`src/rtl/seq_cpu_pkg.sv`:
```
package seq_cpu_pkg;
    parameter int DATA_W = 8;
    parameter int ADDR_W = 4;
    localparam int OP_W  = DATA_W - ADDR_W;

    localparam logic [OP_W-1:0] OP_NOP = 4'd0;
    localparam logic [OP_W-1:0] OP_LDA = 4'd1;
    localparam logic [OP_W-1:0] OP_ADD = 4'd2;
    localparam logic [OP_W-1:0] OP_SUB = 4'd3;
    localparam logic [OP_W-1:0] OP_STA = 4'd4;
    localparam logic [OP_W-1:0] OP_LDI = 4'd5;
    localparam logic [OP_W-1:0] OP_JMP = 4'd6;
    localparam logic [OP_W-1:0] OP_OUT = 4'd14;
    localparam logic [OP_W-1:0] OP_HLT = 4'd15;

    typedef enum logic [3:0] {
        S_FETCH, S_DECODE, S_OPADDR, S_LOADA, S_LOADB,
        S_ALU, S_STORE, S_LDI, S_JUMP, S_OUT, S_HALT
    } phase_e;

    // bit order is visible on the strobes port: pc_out is bit 13, out_in bit 0
    typedef struct packed {
        logic pc_out;
        logic pc_inc;
        logic pc_load;
        logic mar_in;
        logic ram_out;
        logic ram_in;
        logic ir_in;
        logic ir_out;
        logic a_in;
        logic a_out;
        logic b_in;
        logic alu_out;
        logic alu_sub;
        logic out_in;
    } ctl_t;

    localparam int CTL_W = $bits(ctl_t);
endpackage

```
`src/rtl/seq_cpu_fsm.sv`:
```
module seq_cpu_fsm
    import seq_cpu_pkg::*;
(
    input  logic            clk,
    input  logic            rst,
    input  logic [OP_W-1:0] bus_op,
    input  logic [OP_W-1:0] ir_op,
    output ctl_t            ctl,
    output logic            halted
);
    typedef struct packed {
        phase_e phase;
    } fsm_t;

    fsm_t st_d, st_q;

    always_comb begin
        st_d = st_q;
        ctl  = '0;
        unique case (st_q.phase)
            S_FETCH: begin
                ctl.pc_out = 1'b1;
                ctl.mar_in = 1'b1;
                st_d.phase = S_DECODE;
            end
            S_DECODE: begin
                ctl.ram_out = 1'b1;
                ctl.ir_in   = 1'b1;
                ctl.pc_inc  = 1'b1;
                // choose from the byte being latched into IR this cycle
                case (bus_op)
                    OP_LDA, OP_ADD, OP_SUB, OP_STA: st_d.phase = S_OPADDR;
                    OP_LDI: st_d.phase = S_LDI;
                    OP_JMP: st_d.phase = S_JUMP;
                    OP_OUT: st_d.phase = S_OUT;
                    OP_HLT: st_d.phase = S_HALT;
                    default: st_d.phase = S_FETCH;
                endcase
            end
            S_OPADDR: begin
                ctl.ir_out = 1'b1;
                ctl.mar_in = 1'b1;
                if (ir_op == OP_LDA)      st_d.phase = S_LOADA;
                else if (ir_op == OP_STA) st_d.phase = S_STORE;
                else                      st_d.phase = S_LOADB;
            end
            S_LOADA: begin
                ctl.ram_out = 1'b1;
                ctl.a_in    = 1'b1;
                st_d.phase  = S_FETCH;
            end
            S_LOADB: begin
                ctl.ram_out = 1'b1;
                ctl.b_in    = 1'b1;
                st_d.phase  = S_ALU;
            end
            S_ALU: begin
                ctl.alu_out = 1'b1;
                ctl.a_in    = 1'b1;
                ctl.alu_sub = (ir_op == OP_SUB);
                st_d.phase  = S_FETCH;
            end
            S_STORE: begin
                ctl.a_out  = 1'b1;
                ctl.ram_in = 1'b1;
                st_d.phase = S_FETCH;
            end
            S_LDI: begin
                ctl.ir_out = 1'b1;
                ctl.a_in   = 1'b1;
                st_d.phase = S_FETCH;
            end
            S_JUMP: begin
                ctl.ir_out  = 1'b1;
                ctl.pc_load = 1'b1;
                st_d.phase  = S_FETCH;
            end
            S_OUT: begin
                ctl.a_out  = 1'b1;
                ctl.out_in = 1'b1;
                st_d.phase = S_FETCH;
            end
            S_HALT: st_d.phase = S_HALT;
            default: st_d.phase = S_FETCH;
        endcase
        if (rst) st_d.phase = S_FETCH;
    end

    always_ff @(posedge clk) st_q <= st_d;

    assign halted = (st_q.phase == S_HALT);

    a_r2_fetch_then_decode: assert property (@(posedge clk) disable iff (rst)
        (st_q.phase == S_FETCH) |=> (st_q.phase == S_DECODE));

    a_r8_halt_sticky: assert property (@(posedge clk) disable iff (rst)
        (st_q.phase == S_HALT) |=> (st_q.phase == S_HALT));
endmodule

```
`src/rtl/seq_cpu_pc.sv`:
```
module seq_cpu_pc
    import seq_cpu_pkg::*;
(
    input  logic              clk,
    input  logic              rst,
    input  logic              inc,
    input  logic              load,
    input  logic [ADDR_W-1:0] load_val,
    output logic [ADDR_W-1:0] pc_q
);
    logic [ADDR_W-1:0] pc_d;

    always_comb begin
        pc_d = pc_q;
        if (rst)       pc_d = '0;
        else if (load) pc_d = load_val;
        else if (inc)  pc_d = pc_q + 1'b1;
    end

    // falling edge: the increment lands halfway through the decode phase
    always_ff @(negedge clk) pc_q <= pc_d;

    a_r3_half_cycle_step: assert property (@(negedge clk) disable iff (rst)
        (inc && !load) |=> (pc_q == $past(pc_q) + 1'b1));

    a_r7_jump_lands: assert property (@(negedge clk) disable iff (rst)
        load |=> (pc_q == $past(load_val)));
endmodule

```
`src/rtl/seq_cpu_datapath.sv`:
```
module seq_cpu_datapath
    import seq_cpu_pkg::*;
(
    input  logic              clk,
    input  logic              rst,
    input  ctl_t              ctl,
    input  logic [ADDR_W-1:0] pc_val,
    input  logic              load_we,
    input  logic [ADDR_W-1:0] load_addr,
    input  logic [DATA_W-1:0] load_byte,
    output logic [DATA_W-1:0] bus,
    output logic [OP_W-1:0]   ir_op,
    output logic [DATA_W-1:0] acc,
    output logic [DATA_W-1:0] out_data
);
    localparam int DEPTH = 1 << ADDR_W;

    typedef struct packed {
        logic [ADDR_W-1:0] mar;
        logic [DATA_W-1:0] ir;
        logic [DATA_W-1:0] a;
        logic [DATA_W-1:0] b;
        logic [DATA_W-1:0] outr;
    } regs_t;

    regs_t r_d, r_q;
    logic [DATA_W-1:0] mem_q [DEPTH];
    logic [DATA_W-1:0] alu_res;
    logic [DATA_W-1:0] ram_rd;

    assign ram_rd  = mem_q[r_q.mar];
    assign alu_res = ctl.alu_sub ? (r_q.a - r_q.b) : (r_q.a + r_q.b);

    always_comb begin
        bus = '0;
        if (ctl.pc_out)       bus = {{(DATA_W-ADDR_W){1'b0}}, pc_val};
        else if (ctl.ram_out) bus = ram_rd;
        else if (ctl.ir_out)  bus = {{(DATA_W-ADDR_W){1'b0}}, r_q.ir[ADDR_W-1:0]};
        else if (ctl.a_out)   bus = r_q.a;
        else if (ctl.alu_out) bus = alu_res;
    end

    always_comb begin
        r_d = r_q;
        if (ctl.mar_in) r_d.mar  = bus[ADDR_W-1:0];
        if (ctl.ir_in)  r_d.ir   = bus;
        if (ctl.a_in)   r_d.a    = bus;
        if (ctl.b_in)   r_d.b    = bus;
        if (ctl.out_in) r_d.outr = bus;
        if (rst)        r_d      = '0;
    end

    always_ff @(posedge clk) r_q <= r_d;

    always_ff @(posedge clk) begin
        if (rst) begin
            if (load_we) mem_q[load_addr] <= load_byte;
        end else if (ctl.ram_in) begin
            mem_q[r_q.mar] <= bus;
        end
    end

    assign ir_op    = r_q.ir[DATA_W-1:ADDR_W];
    assign acc      = r_q.a;
    assign out_data = r_q.outr;

    a_r11_one_driver: assert property (@(posedge clk) disable iff (rst)
        $onehot0({ctl.pc_out, ctl.ram_out, ctl.ir_out, ctl.a_out, ctl.alu_out}));

    a_r5_alu_writeback: assert property (@(posedge clk) disable iff (rst)
        ctl.alu_out |=> (r_q.a == $past(ctl.alu_sub ? r_q.a - r_q.b : r_q.a + r_q.b)));

    a_r6_store_lands: assert property (@(posedge clk) disable iff (rst)
        ctl.ram_in |=> (mem_q[$past(r_q.mar)] == $past(r_q.a)));
endmodule

```
`src/rtl/seq_cpu_top.sv`:
```
module seq_cpu_top
    import seq_cpu_pkg::*;
(
    input  logic              clk,
    input  logic              rst,
    input  logic              load_we,
    input  logic [ADDR_W-1:0] load_addr,
    input  logic [DATA_W-1:0] load_byte,
    output logic [CTL_W-1:0]  strobes,
    output logic [ADDR_W-1:0] pc,
    output logic [DATA_W-1:0] acc,
    output logic [DATA_W-1:0] out_data,
    output logic              halted
);
    ctl_t              ctl;
    logic [DATA_W-1:0] bus;
    logic [OP_W-1:0]   ir_op;

    seq_cpu_fsm i_fsm (
        .clk    (clk),
        .rst    (rst),
        .bus_op (bus[DATA_W-1:ADDR_W]),
        .ir_op  (ir_op),
        .ctl    (ctl),
        .halted (halted)
    );

    seq_cpu_pc i_pc (
        .clk      (clk),
        .rst      (rst),
        .inc      (ctl.pc_inc),
        .load     (ctl.pc_load),
        .load_val (bus[ADDR_W-1:0]),
        .pc_q     (pc)
    );

    seq_cpu_datapath i_dp (
        .clk       (clk),
        .rst       (rst),
        .ctl       (ctl),
        .pc_val    (pc),
        .load_we   (load_we),
        .load_addr (load_addr),
        .load_byte (load_byte),
        .bus       (bus),
        .ir_op     (ir_op),
        .acc       (acc),
        .out_data  (out_data)
    );

    assign strobes = ctl;

    a_r8_halt_quiet: assert property (@(posedge clk) disable iff (rst)
        halted |-> (strobes == '0));

    a_r8_halt_frozen: assert property (@(posedge clk) disable iff (rst)
        (halted && $past(halted)) |-> ($stable(pc) && $stable(out_data)));

    a_r1_reset_clears: assert property (@(posedge clk)
        rst |=> (acc == '0 && out_data == '0 && !halted));
endmodule

```
`config.mk`:
```
export PLATFORM = sky130hd
export DESIGN_NAME = seq_cpu_top
export DESIGN_NICKNAME = d
export VERILOG_FILES = /design/src/rtl/seq_cpu_pkg.sv /design/src/rtl/seq_cpu_fsm.sv /design/src/rtl/seq_cpu_pc.sv /design/src/rtl/seq_cpu_datapath.sv /design/src/rtl/seq_cpu_top.sv
export SDC_FILE = /design/constraint.sdc
export NUM_CORES = 1
export LEC_CHECK = 0
export ABC_AREA = 1
export BUFFER_PORTS_ARGS = -buffer_cell sky130_fd_sc_hd__buf_4
export CORE_ASPECT_RATIO = 0.6
export CORE_MARGIN = 1
export CORE_UTILIZATION = 45
export DETAILED_ROUTE_END_ITERATION = 16
export SETUP_SLACK_MARGIN = 0.2
export SKIP_CTS_REPAIR_TIMING = 1
export SLEW_MARGIN = 25
export SYNTH_ARGS = -nofsm -noshare
export SYNTH_HDL_FRONTEND = slang
export SYNTH_SLANG_ARGS = --single-unit
```
`constraint.sdc`:
```
create_clock -name clk -period 4.5 [get_ports clk]
set_clock_uncertainty 0.1 [all_clocks]
set_input_delay 0.9 -clock clk [delete_from_list [all_inputs] [get_ports clk]]
set_output_delay 0.9 -clock clk [all_outputs]
set_load 0.05 [all_outputs]
```
==> results of run 1 <==
-- stage by stage --
step           area [µm²]  hold WS (ns)
2_1_floorplan        8220         0.355
3_3_place_gp         8980         0.427
3_5_place_dp         8980         0.433
4_1_cts              9610         0.455
5_1_grt              9730         0.500
6_report             9730         0.450
-- per-layer routing --
| metal | up-vias | share of wire [%] | routed length, µm |
|---|---|---|---|
| li1 | 3067 | - | - |
| met1 | 3065 | 49 | 10800 |
| met2 | 252 | 40 | 8790 |
| met3 | 21 | 10 | 2230 |
| met4 | 0 | 0.81 | 178 |
| met5 | - | 0 | 0 |
-- power breakdown --
group / internal (mW) / switching (mW)
Sequential: 1.87 / 0.104
Combinational: 1.00 / 1.98
Clock: 0.872 / 0.652
Total: 3.75 / 2.74
-- state kept, by name, summed over array words and instances (netlist names), named ones only --
register	flops
i_dp.r_q	16
i_dp.mem_q	128
i_dp.ir_op	4
i_dp.acc	8
i_dp.out_data	8
i_fsm.st_q	4
i_pc.pc_q	4
-- cell families after synthesis --
| group | count (synthesis) |
|---|---|
| AND/OR/NAND/NOR | 381 |
| AO/OA/AOI/OAI | 151 |
| flip-flops | 176 |
| XOR/XNOR | 7 |
| adder cells (fa/ha/maj) | 10 |
| multiplexers | 2 |
| buffers and inverters | 132 |
-- area by class of cell --
cell class                 count  share of cell area [%]
clock buffer                  23                    5.58
clock inverter                13                   0.900
inverter                      79                    3.10
multi-input combinational    551                    29.0
sequential                   176                    49.5
tap                          234                    3.01
timing repair buffer         112                    8.91
-- worst max-delay path: stages, from the launching register on --
cell and delay [ns]:
dfxtp_2 0.33, inv_2 0.07, nand2_4 0.07, nor2_8 0.14, nand3_4 0.11, nand2_2 0.08, xor2_1 0.15, ha_2 0.33
nand3_2 0.11, nand3_2 0.08, or2_4 0.24, nand3_2 0.07, nand2_2 0.08, a21oi_2 0.13, nand3_2 0.10, nand2_2 0.06
a31oi_1 0.06
-- synth_stat cells (9+ instances only) --
cell type and n:
nand2_1 159, edfxtp_1 128, nor2_1 110, nand3_1 78, o21ai_0 72, inv_1 68
dfxtp_1 48, a21oi_1 34, buf_4 22, o22ai_1 17, buf_2 12, clkbuf_1 12
inv_2 12, o21ai_1 11, ha_1 9
-- worst max-delay path by stage --
stage,end,slack (ns)
2_1_floorplan,i_pc.pc_q[3],-0.28
3_3_place_gp,i_pc.pc_q[3],-0.13
3_5_place_dp,i_pc.pc_q[3],-0.24
4_1_cts,i_pc.pc_q[3],-0.27
5_1_grt,i_pc.pc_q[3],-0.30
6_report,i_pc.pc_q[3],-0.19
==> results by group, run 1 <==
Min path
  • Hold EP: i_dp.out_data[7]
  • Worst hold-check path type: flop to flop
  • Hold Path Origin: i_dp.out_data[7]
  • Hold Path Depth: 2

Timing
  • RSZ-0062 raised after global routing: true
  • Slew Limit Headroom: between 30% and 40%
  • Fin. max-slew vios: 0
  • Worst slew pin tran: between 0.9 and 1 ns
  • # setup viols final: 3
  • Fin. Hold Viols: 0
  • Setup TNS: -0.251 ns
  • Final setup margin: -0.186 ns

Critical path
  • CP startpoint: i_fsm.st_q[3]
  • Kind of critical path: flop to flop
  • Worst Setup Start Kind: flop
  • Worst R2R Start: i_fsm.st_q[3]
  • Setup crit end kind: flop
  • Crit path max fanout: 5
  • Reg2reg end: i_pc.pc_q[3]
  • Reg-to-reg setup timing slack: -0.19 ns
  • WP data arrival: 2.66 ns
  • R2R cell count: 16
  • Data required time at the worst endpoint: ~2.5 ns

Placed design
  • Gpl congestion: just over 0.9
  • Worst slack, placed: -0.243 ns
  • Cells after DPL: 1148
  • Post-DP HPWL: 15.7 mm
  • IO Port Bufs: a little under 50

Job
  • Maxcap violations: 0

Global routing
  • Met3 Usage GRT: between 6 and 7%
  • Largest net degree at the start of global routing: 33
  • GRT overflow: 0
  • Total GRT Usage: around 24%
  • Met2 Usage GRT: a little under a third
  • Vias in the first global route: slightly below 6000
  • First-pass GRT wire length: 33.6 mm
  • Met1 usage: approximately 39%
  • GR peak layer: met1
  • Initial antenna violation count: 0

Finish
  • # diodes: 0
  • Most frequent cells in the layout: nand2_1 (155), edfxtp_1 (128), nor2_1 (109), buf_4 (107), nand3_1 (74)
  • Fill count: between 1000 and 1500
  • Footprint of the multi-input gates: 0.00282 mm²
  • Register Area: approximately 0.0048 mm²
  • Utilization after layout: ~56%
  • # nets final: 966
  • Area Overhead vs Synth: 18.8%
  • Most common cell after layout, fill and taps aside: nand2_1
  • Fin cells: between 1000 and 1500
  • Share of cells above drive strength 1: 21.6%

Synth
  • Syn avg cell area: roughly 9.5 µm²
  • Post-synth EDFFs: 128
  • Adder-cell area share of the yosys netlist: 1.62%
  • Unique masters post-synth: 49
  • Complex-gate fraction of the synthesized area: between 10% and 20%
  • Post-Syn Area: roughly 0.0082 mm²
  • Largest cells by area after synthesis: edfxtp_1 (47%), dfxtp_1 (12%), nand2_1 (7.3%), nor2_1 (5.0%), nand3_1 (4.8%)
  • Async SR Flop Fraction: 0%
  • Seq/Total Area, Yosys: around three fifths
  • Mux cell area share after synthesis: 0.244%
  • Synthesized net count: roughly 880
  • XOR/XNOR Fraction of Synth Area: 0.749%
  • Main flop type after synthesis: edfxtp_1
  • Simple-Gate Fraction of Synth Area: between 20% and 30%
  • Synth area leader: edfxtp_1
  • Yosys warns: 0
  • Post-synth top area share: a little under half
  • Mapped Cells: 859
  • Largest family of logic cells by synthesized area: simple AND/OR/NAND/NOR gates
  • Synth Register Bits: roughly 180

Floorplanning
  • Die outline height: ~110 µm
  • Core Rows: 37
  • Initial core utilization: ~47%
  • Die X: 176 µm
  • I/O pin total: 50
  • Die area: about 0.019 mm²
  • Core area: roughly 0.017 mm²

Clock tree
  • Root Driver: clkbuf_16
  • Bufs on Longest Clock Path: 2
  • CTS clk-pin slew, worst paths: ~0.070 ns
  • Skew-Pair Late Insertion Delay: around 0.46 ns
  • CTS tree: yes
  • Clock Sinks: ~180
  • TritonCTS Buffers: 17
  • H-tree levels: 4

Power and ir drop
  • Total Power: roughly 6.5 mW
  • Power per Cell Area: 666 mW/mm²
  • Peak supply drop: 0.404 mV
  • Pleak: between 4 and 5 nW

Detailed routing
  • 1st-iter DRT viols: 679
  • Wirelength per Cell: about 19 µm
  • Vias per Instance: 5.39
  • Detailed Route WL: about 22 mm
  • Remaining routing DRC violations: 0
  • DRT antenna net count: 0
  • Via count: roughly 6400
  • DRT Pass-1 Iters: 5

Outcome
  • Status: finished, violations left
  • Failing checks: setup timing
(Power assumes the default switching activity.)
==> run 2, diff against run 1 <==
- CORE_UTILIZATION: 45 -> 55
- GPL_ROUTABILITY_DRIVEN: default -> 0
- PLACE_DENSITY: default -> 0.73
==> run 2 against run 1 <==
  * The flow still finishes with violations (setup timing)
  * First-iteration DRC count is 5.4% lower
  * Total power shrank 0.85%
  * Highest routed layer unchanged
  * Hold slack got worse by 0.025 ns
==> results by group, run 2 (synthesis gave the netlist of run 1 again) <==
Power and ir drop
  • Total Power: ~6.4 mW
  • Pleak: about 4.0 nW
  • Power per Cell Area: ~670 mW/mm²
  • Peak supply drop: around 0.35 mV

Detailed routing
  • 1st-iter DRT viols: approximately 640
  • DRT antenna net count: 0
  • DRT Pass-1 Iters: 5
  • Vias per Instance: 5.59
  • Wirelength per Cell: 18.7 µm
  • Remaining routing DRC violations: 0
  • Via count: 6417
  • Detailed Route WL: 21.4 mm

Critical path
  • Kind of critical path: flop to flop
  • Setup crit end kind: flop
  • Critical path endpoint: i_pc.pc_q[2]
  • Data required time at the worst endpoint: 2.49 ns
  • Reg2reg end: i_pc.pc_q[2]
  • Crit path max fanout: 4
  • Reg-to-reg setup timing slack: -0.13 ns
  • Worst Setup Start Kind: flop
  • CP startpoint: i_fsm.st_q[1]
  • R2R cell count: 14
  • Worst R2R Start: i_fsm.st_q[1]
  • WP data arrival: approximately 2.6 ns

Placed design
  • Worst slack, placed: -0.165 ns
  • DP Area: around 0.0089 mm²
  • Cells after DPL: about 1100
  • IO Port Bufs: around 50
  • Post-DP HPWL: around 15 mm

Clock tree
  • TritonCTS Buffers: 17
  • CTS tree: yes
  • CTS clk-pin slew, worst paths: 0.07 ns
  • Skew-Pair Late Insertion Delay: 0.46 ns
  • Clock Sinks: 176
  • Root Driver: clkbuf_16
  • Bufs on Longest Clock Path: 2
  • H-tree levels: 4

Timing
  • RSZ-0062 raised after global routing: true
  • Hold_ws: 0.424 ns
  • Final setup margin: -0.130 ns
  • Setup TNS: -0.337 ns
  • Slew Limit Headroom: 31.7%
  • Fin. max-slew vios: 0
  • Worst slew pin tran: 1.02 ns
  • # setup viols final: 3
  • Fin. Hold Viols: 0

Floorplanning
  • Core area: 0.0145 mm²
  • Initial core utilization: between 50% and 60%
  • Core Rows: 34
  • Die area: approximately 0.015 mm²
  • I/O pin total: 50
  • Die X: 160 µm
  • Die outline height: ~97 µm

Global routing
  • Vias in the first global route: 5700
  • Largest net degree at the start of global routing: 34
  • Total GRT Usage: between 20 and 30%
  • Initial antenna violation count: 0
  • First-pass GRT wire length: 32.4 mm
  • GRT overflow: 0

Job
  • Maxcap violations: 0

Finish
  • Regs by FF count: i_dp.mem_q x128, i_dp.r_q x16
  • # nets final: 961
  • Fin cells: between 1000 and 1500
  • Max reg flops: around 130
  • Most common cell after layout, fill and taps aside: nand2_1
  • Biggest register: i_dp.mem_q
  • Post-route cell area: slightly below 0.01 mm²
  • Fill count: 1145
  • # diodes: 0
  • Utilization after layout: between 60 and 70%
  • Most frequent cells in the layout: nand2_1 (154), edfxtp_1 (128), nor2_1 (109), buf_4 (102), nand3_1 (75)
  • Area Overhead vs Synth: 17.6%
  • Share of cells above drive strength 1: about a fifth

Outcome
  • Failing checks: setup timing
  • Status: finished, violations left

Min path
  • Worst hold-check path type: flop to flop
-- run 2: critical path, cell delays in order, from the launching register on --
cell and delay [ns]:
dfxtp_2 0.33, inv_2 0.07, nand2_4 0.06, nor2_8 0.14
nand3_4 0.12, o21ai_2 0.17, buf_4 0.13, fa_1 0.20
inv_2 0.06, or2_2 0.27, nand3_1 0.09, a21boi_4 0.21
nand4_2 0.11, o21ai_1 0.15, inv_1 0.06
-- run 2: worst min path at each step --
stage | start | endpoint | slack (ns) | cells past startpoint
4_1_cts | i_pc.pc_q[3] | i_pc.pc_q[3] | 0.45 | 2
3_3_place_gp | i_dp.out_data[4] | i_dp.out_data[4] | 0.43 | 2
3_5_place_dp | i_dp.ir_op[0] | i_dp.ir_op[0] | 0.43 | 2
2_1_floorplan | i_dp.ir_op[1] | i_dp.ir_op[1] | 0.35 | 2
5_1_grt | i_pc.pc_q[3] | i_pc.pc_q[3] | 0.44 | 2
6_report | i_pc.pc_q[3] | i_pc.pc_q[3] | 0.42 | 2
-- run 2: area by class of cell --
class                      instances  area [µm²]  area share [%]
tap                              198         248            2.57
clock inverter                    18         168            1.74
inverter                          79         297            3.08
timing repair buffer             107         826            8.57
clock buffer                      18         429            4.46
multi-input combinational        551        2850            29.6
sequential                       176        4810            50.0
-- run 2: per-layer routing --
| metal | GRT usage, % | vias to the layer above | part of all wire [%] |
|---|---|---|---|
| met1 | 45.3 | 3032 | 47 |
| met2 | 37.6 | 316 | 39 |
| met5 | 0 | - | 0 |
| met3 | 8.49 | 23 | 12 |
| met4 | 7.37 | 0 | 1.0 |
| li1 | - | 3046 | - |
-- run 2: where the power goes --
group          switching [mW]  leakage [nW]  total (mW)  internal [mW]
Clock                   0.667         0.304        1.50          0.832
Combinational            1.98          2.20        2.96          0.982
Sequential              0.105          1.55        1.97           1.87
==> run 3, diff against run 2 <==
- REMOVE_ABC_BUFFERS: default -> 1
- SYNTH_HIERARCHICAL: default -> 1
==> run 3 against run 2 <==
  * The run still ends with setup timing left
  * Via count grew 6.3%
  * Utilization rose by 1.5 points
  * Design area rose by 3.1%
  * Combinational power decreased by 68%
  * Routed wire length up 5.7%
  * Sequential power down 8%
  * Area after synthesis up 1.8%
  * Largest cell class unchanged
==> results by group, run 3 <==
Floorplanning
  • Core Rows: 34
  • Die area: between 0.015 and 0.02 mm²
  • Core area: around 0.015 mm²
  • I/O pin total: 50
  • Initial core utilization: 57.0%
  • Die X: roughly 160 µm
  • Die outline height: approximately 100 µm

Timing
  • Worst slew pin tran: roughly 0.85 ns
  • Hold_ws: between 0.4 and 0.5 ns
  • Setup TNS: -1.81 ns
  • # setup viols final: 3
  • Fin. Hold Viols: 0
  • Slew Limit Headroom: between 40% and 50%
  • Fin. max-slew vios: 0
  • Final setup margin: -0.748 ns
  • RSZ-0062 raised after global routing: true

Finish
  • Biggest register: i_dp/mem_q
  • Max reg flops: 128
  • Post-route cell area: slightly below 0.01 mm²
  • Share of cells above drive strength 1: between 20% and 30%
  • # nets final: slightly above 1000
  • Most frequent cells in the layout: nand2_1 (180), edfxtp_1 (128), buf_4 (117), nor2_1 (107), nand3_1 (95)
  • Regs by FF count: i_dp/mem_q x128, i_dp/r_q x16
  • Area Overhead vs Synth: 19.2%
  • # diodes: 0
  • Most common cell after layout, fill and taps aside: nand2_1

Clock tree
  • CTS clk-pin slew, worst paths: around 0.07 ns
  • Root Driver: clkbuf_16
  • Clock Sinks: 176
  • CTS tree: yes
  • H-tree levels: 4
  • Skew-Pair Late Insertion Delay: 0.45 ns
  • Bufs on Longest Clock Path: 2
  • TritonCTS Buffers: 17

Critical path
  • Worst Setup Start Kind: flop
  • Setup crit end kind: flop
  • Slowest CP cell: dfxtp_2
  • WP data arrival: 3.22 ns
  • CP Cell Sequence: inv_2 > nor2_4 > nand3_2 > nor4_2 > buf_4 > a21oi_2 > a22oi_1 > ha_2 > a21oi_2 > buf_4 > nand3b_1 > nand3_2 > nand2_1 > o21ai_1 > nand2_1 > nand3_2 > nand2_2 > nand2_1 > a21boi_2 > a21oi_2
  • Crit path buf inv count: 3
  • Kind of critical path: flop to flop
  • CP peak stage delay: 0.34 ns
  • Data required time at the worst endpoint: 2.48 ns
  • Delay-heaviest family, CP: simple AND/OR/NAND/NOR gates
  • Crit path max fanout: 5

Synth
  • Unique masters post-synth: 39
  • Post-Syn Area: approximately 0.0083 mm²
  • Mapped Cells: 913
  • Count leader, synth: nand2_1
  • Adder-cell area share of the yosys netlist: approximately 1.6%
  • Simple-Gate Fraction of Synth Area: a little over a fifth
  • Largest cells by area after synthesis: edfxtp_1 (46%), dfxtp_1 (12%), nand2_1 (8.3%), nand3_1 (5.9%), nor2_1 (4.9%)
  • Async SR Flop Fraction: 0%
  • Synth Register Bits: about 180
  • Mux cell area share after synthesis: less than 1%
  • Synth area leader: edfxtp_1
  • Seq/Total Area, Yosys: between 50 and 60%
  • XOR/XNOR Fraction of Synth Area: less than 1%
  • Largest family of logic cells by synthesized area: simple AND/OR/NAND/NOR gates
  • Commonest cells post-synth: nand2_1 (184), edfxtp_1 (128), nor2_1 (108), nand3_1 (98), inv_1 (91)
  • Post-synth top area share: around 46%
  • Main flop type after synthesis: edfxtp_1
  • Complex-gate fraction of the synthesized area: under 10%
  • Syn avg cell area: ~9 µm²
  • Post-synth EDFFs: between 100 and 150
  • Yosys warns: 6

Outcome
  • Status: finished, violations left
  • Failing checks: setup timing

Placed design
  • DP Area: between 0.009 and 0.01 mm²
  • Post-DP HPWL: 15.2 mm
  • IO Port Bufs: 49

Global routing
  • First-pass GRT wire length: around 34 mm
  • Total GRT Usage: roughly 29%
  • Largest net degree at the start of global routing: 69
  • Initial antenna violation count: 0
  • GRT overflow: 0
  • Vias in the first global route: around 6000

Power and ir drop
  • Total Power: 4.14 mW
  • Pleak: around 4.2 nW
  • Power per Cell Area: roughly 420 mW/mm²
  • Peak supply drop: roughly 0.22 mV

Detailed routing
  • DRT Pass-1 Iters: 7
  • 1st-iter DRT viols: around 800
  • DRT antenna net count: 0
  • Detailed Route WL: around 23 mm
  • Remaining routing DRC violations: 0
  • Vias per Instance: ~5.6
  • Wirelength per Cell: about 19 µm
  • Via count: a little under 7000

Job
  • Maxcap violations: 0

Min path
  • Worst hold-check path type: flop to flop
## run 3: cell count changes after synthesis, moves of 13 or more
cell / before / now
nand3_1: 78 / 98
nand2_1: 159 / 184
o21ai_1: 11 / 30
a21oi_1: 34 / 47
o21ai_0: 72 / 42
o211ai_1: 1 / 15
inv_1: 68 / 91
o22ai_1: 17 / 2
## run 3: final cells by class
class,instances,area (µm²)
clock inverters,15,97.6
flip-flops and latches,176,4820
clock buffers,20,437
multi-input cells,584,2890
inverters,95,367
fillers,1153,4700
well taps,198,248
repair buffers,129,1070
## run 3: path summary, 6_finish.rpt
path,start,endpoint,slack [ns],cells after the start
setup reg to reg,i_fsm/st_q[2],i_pc/pc_q[3],-0.75,20
hold / removal,i_dp/out_data[6],i_dp/out_data[6],0.44,2
hold reg to reg,i_dp/out_data[6],i_dp/out_data[6],0.44,2
setup / recovery,i_fsm/st_q[2],i_pc/pc_q[3],-0.75,20
## run 3: kinds of logic (layout without fill, tap and decap cells)
kind of cell / after synthesis / in the layout
simple gates: 417 / 417
flops: 176 / 176
buf+inv: 153 / 259
compound gates: 150 / 150
fa+ha+maj: 10 / 10
xor+xnor: 6 / 6
mux: 1 / 1
## run 3: through the flow
stage	setup WS [ns]	utilization, %	cells
6_report	-0.748	67.9	1217
5_1_grt	-0.922	67.9	1217
4_1_cts	-0.637	66.0	1203
3_5_place_dp	-0.626	62.4	1169
3_3_place_gp	-0.522	62.4	1169
2_1_floorplan	-2.51	-	856
## run 3: power breakdown
part / switching, mW / total, mW / internal (mW) / leakage, nW
combinational: 0.636 / 0.962 / 0.325 / 2.38
clock: 0.643 / 1.36 / 0.713 / 0.267
sequential: 0.0389 / 1.82 / 1.78 / 1.55
## run 3: metal layers
layer / up-vias / track usage (%) / part of all wire (%)
li1: 3230 / - / -
met1: 3218 / 45.7 / 46
met2: 355 / 37.7 / 41
met3: 20 / 8.96 / 12
met4: 0 / 5.66 / 0.75
met5: - / 0 / 0
## run 3: worst register-to-register path, stage by stage, from the launching register on
cell	delay (ns)
dfxtp_2	0.34
inv_2	0.05
nor2_4	0.11
nand3_2	0.11
nor4_2	0.29
buf_4	0.19
a21oi_2	0.04
a22oi_1	0.18
ha_2	0.34
a21oi_2	0.22
buf_4	0.15
nand3b_1	0.09
nand3_2	0.07
nand2_1	0.05
o21ai_1	0.07
nand2_1	0.08
nand3_2	0.10
nand2_2	0.06
nand2_1	0.05
a21boi_2	0.16
a21oi_2	0.06
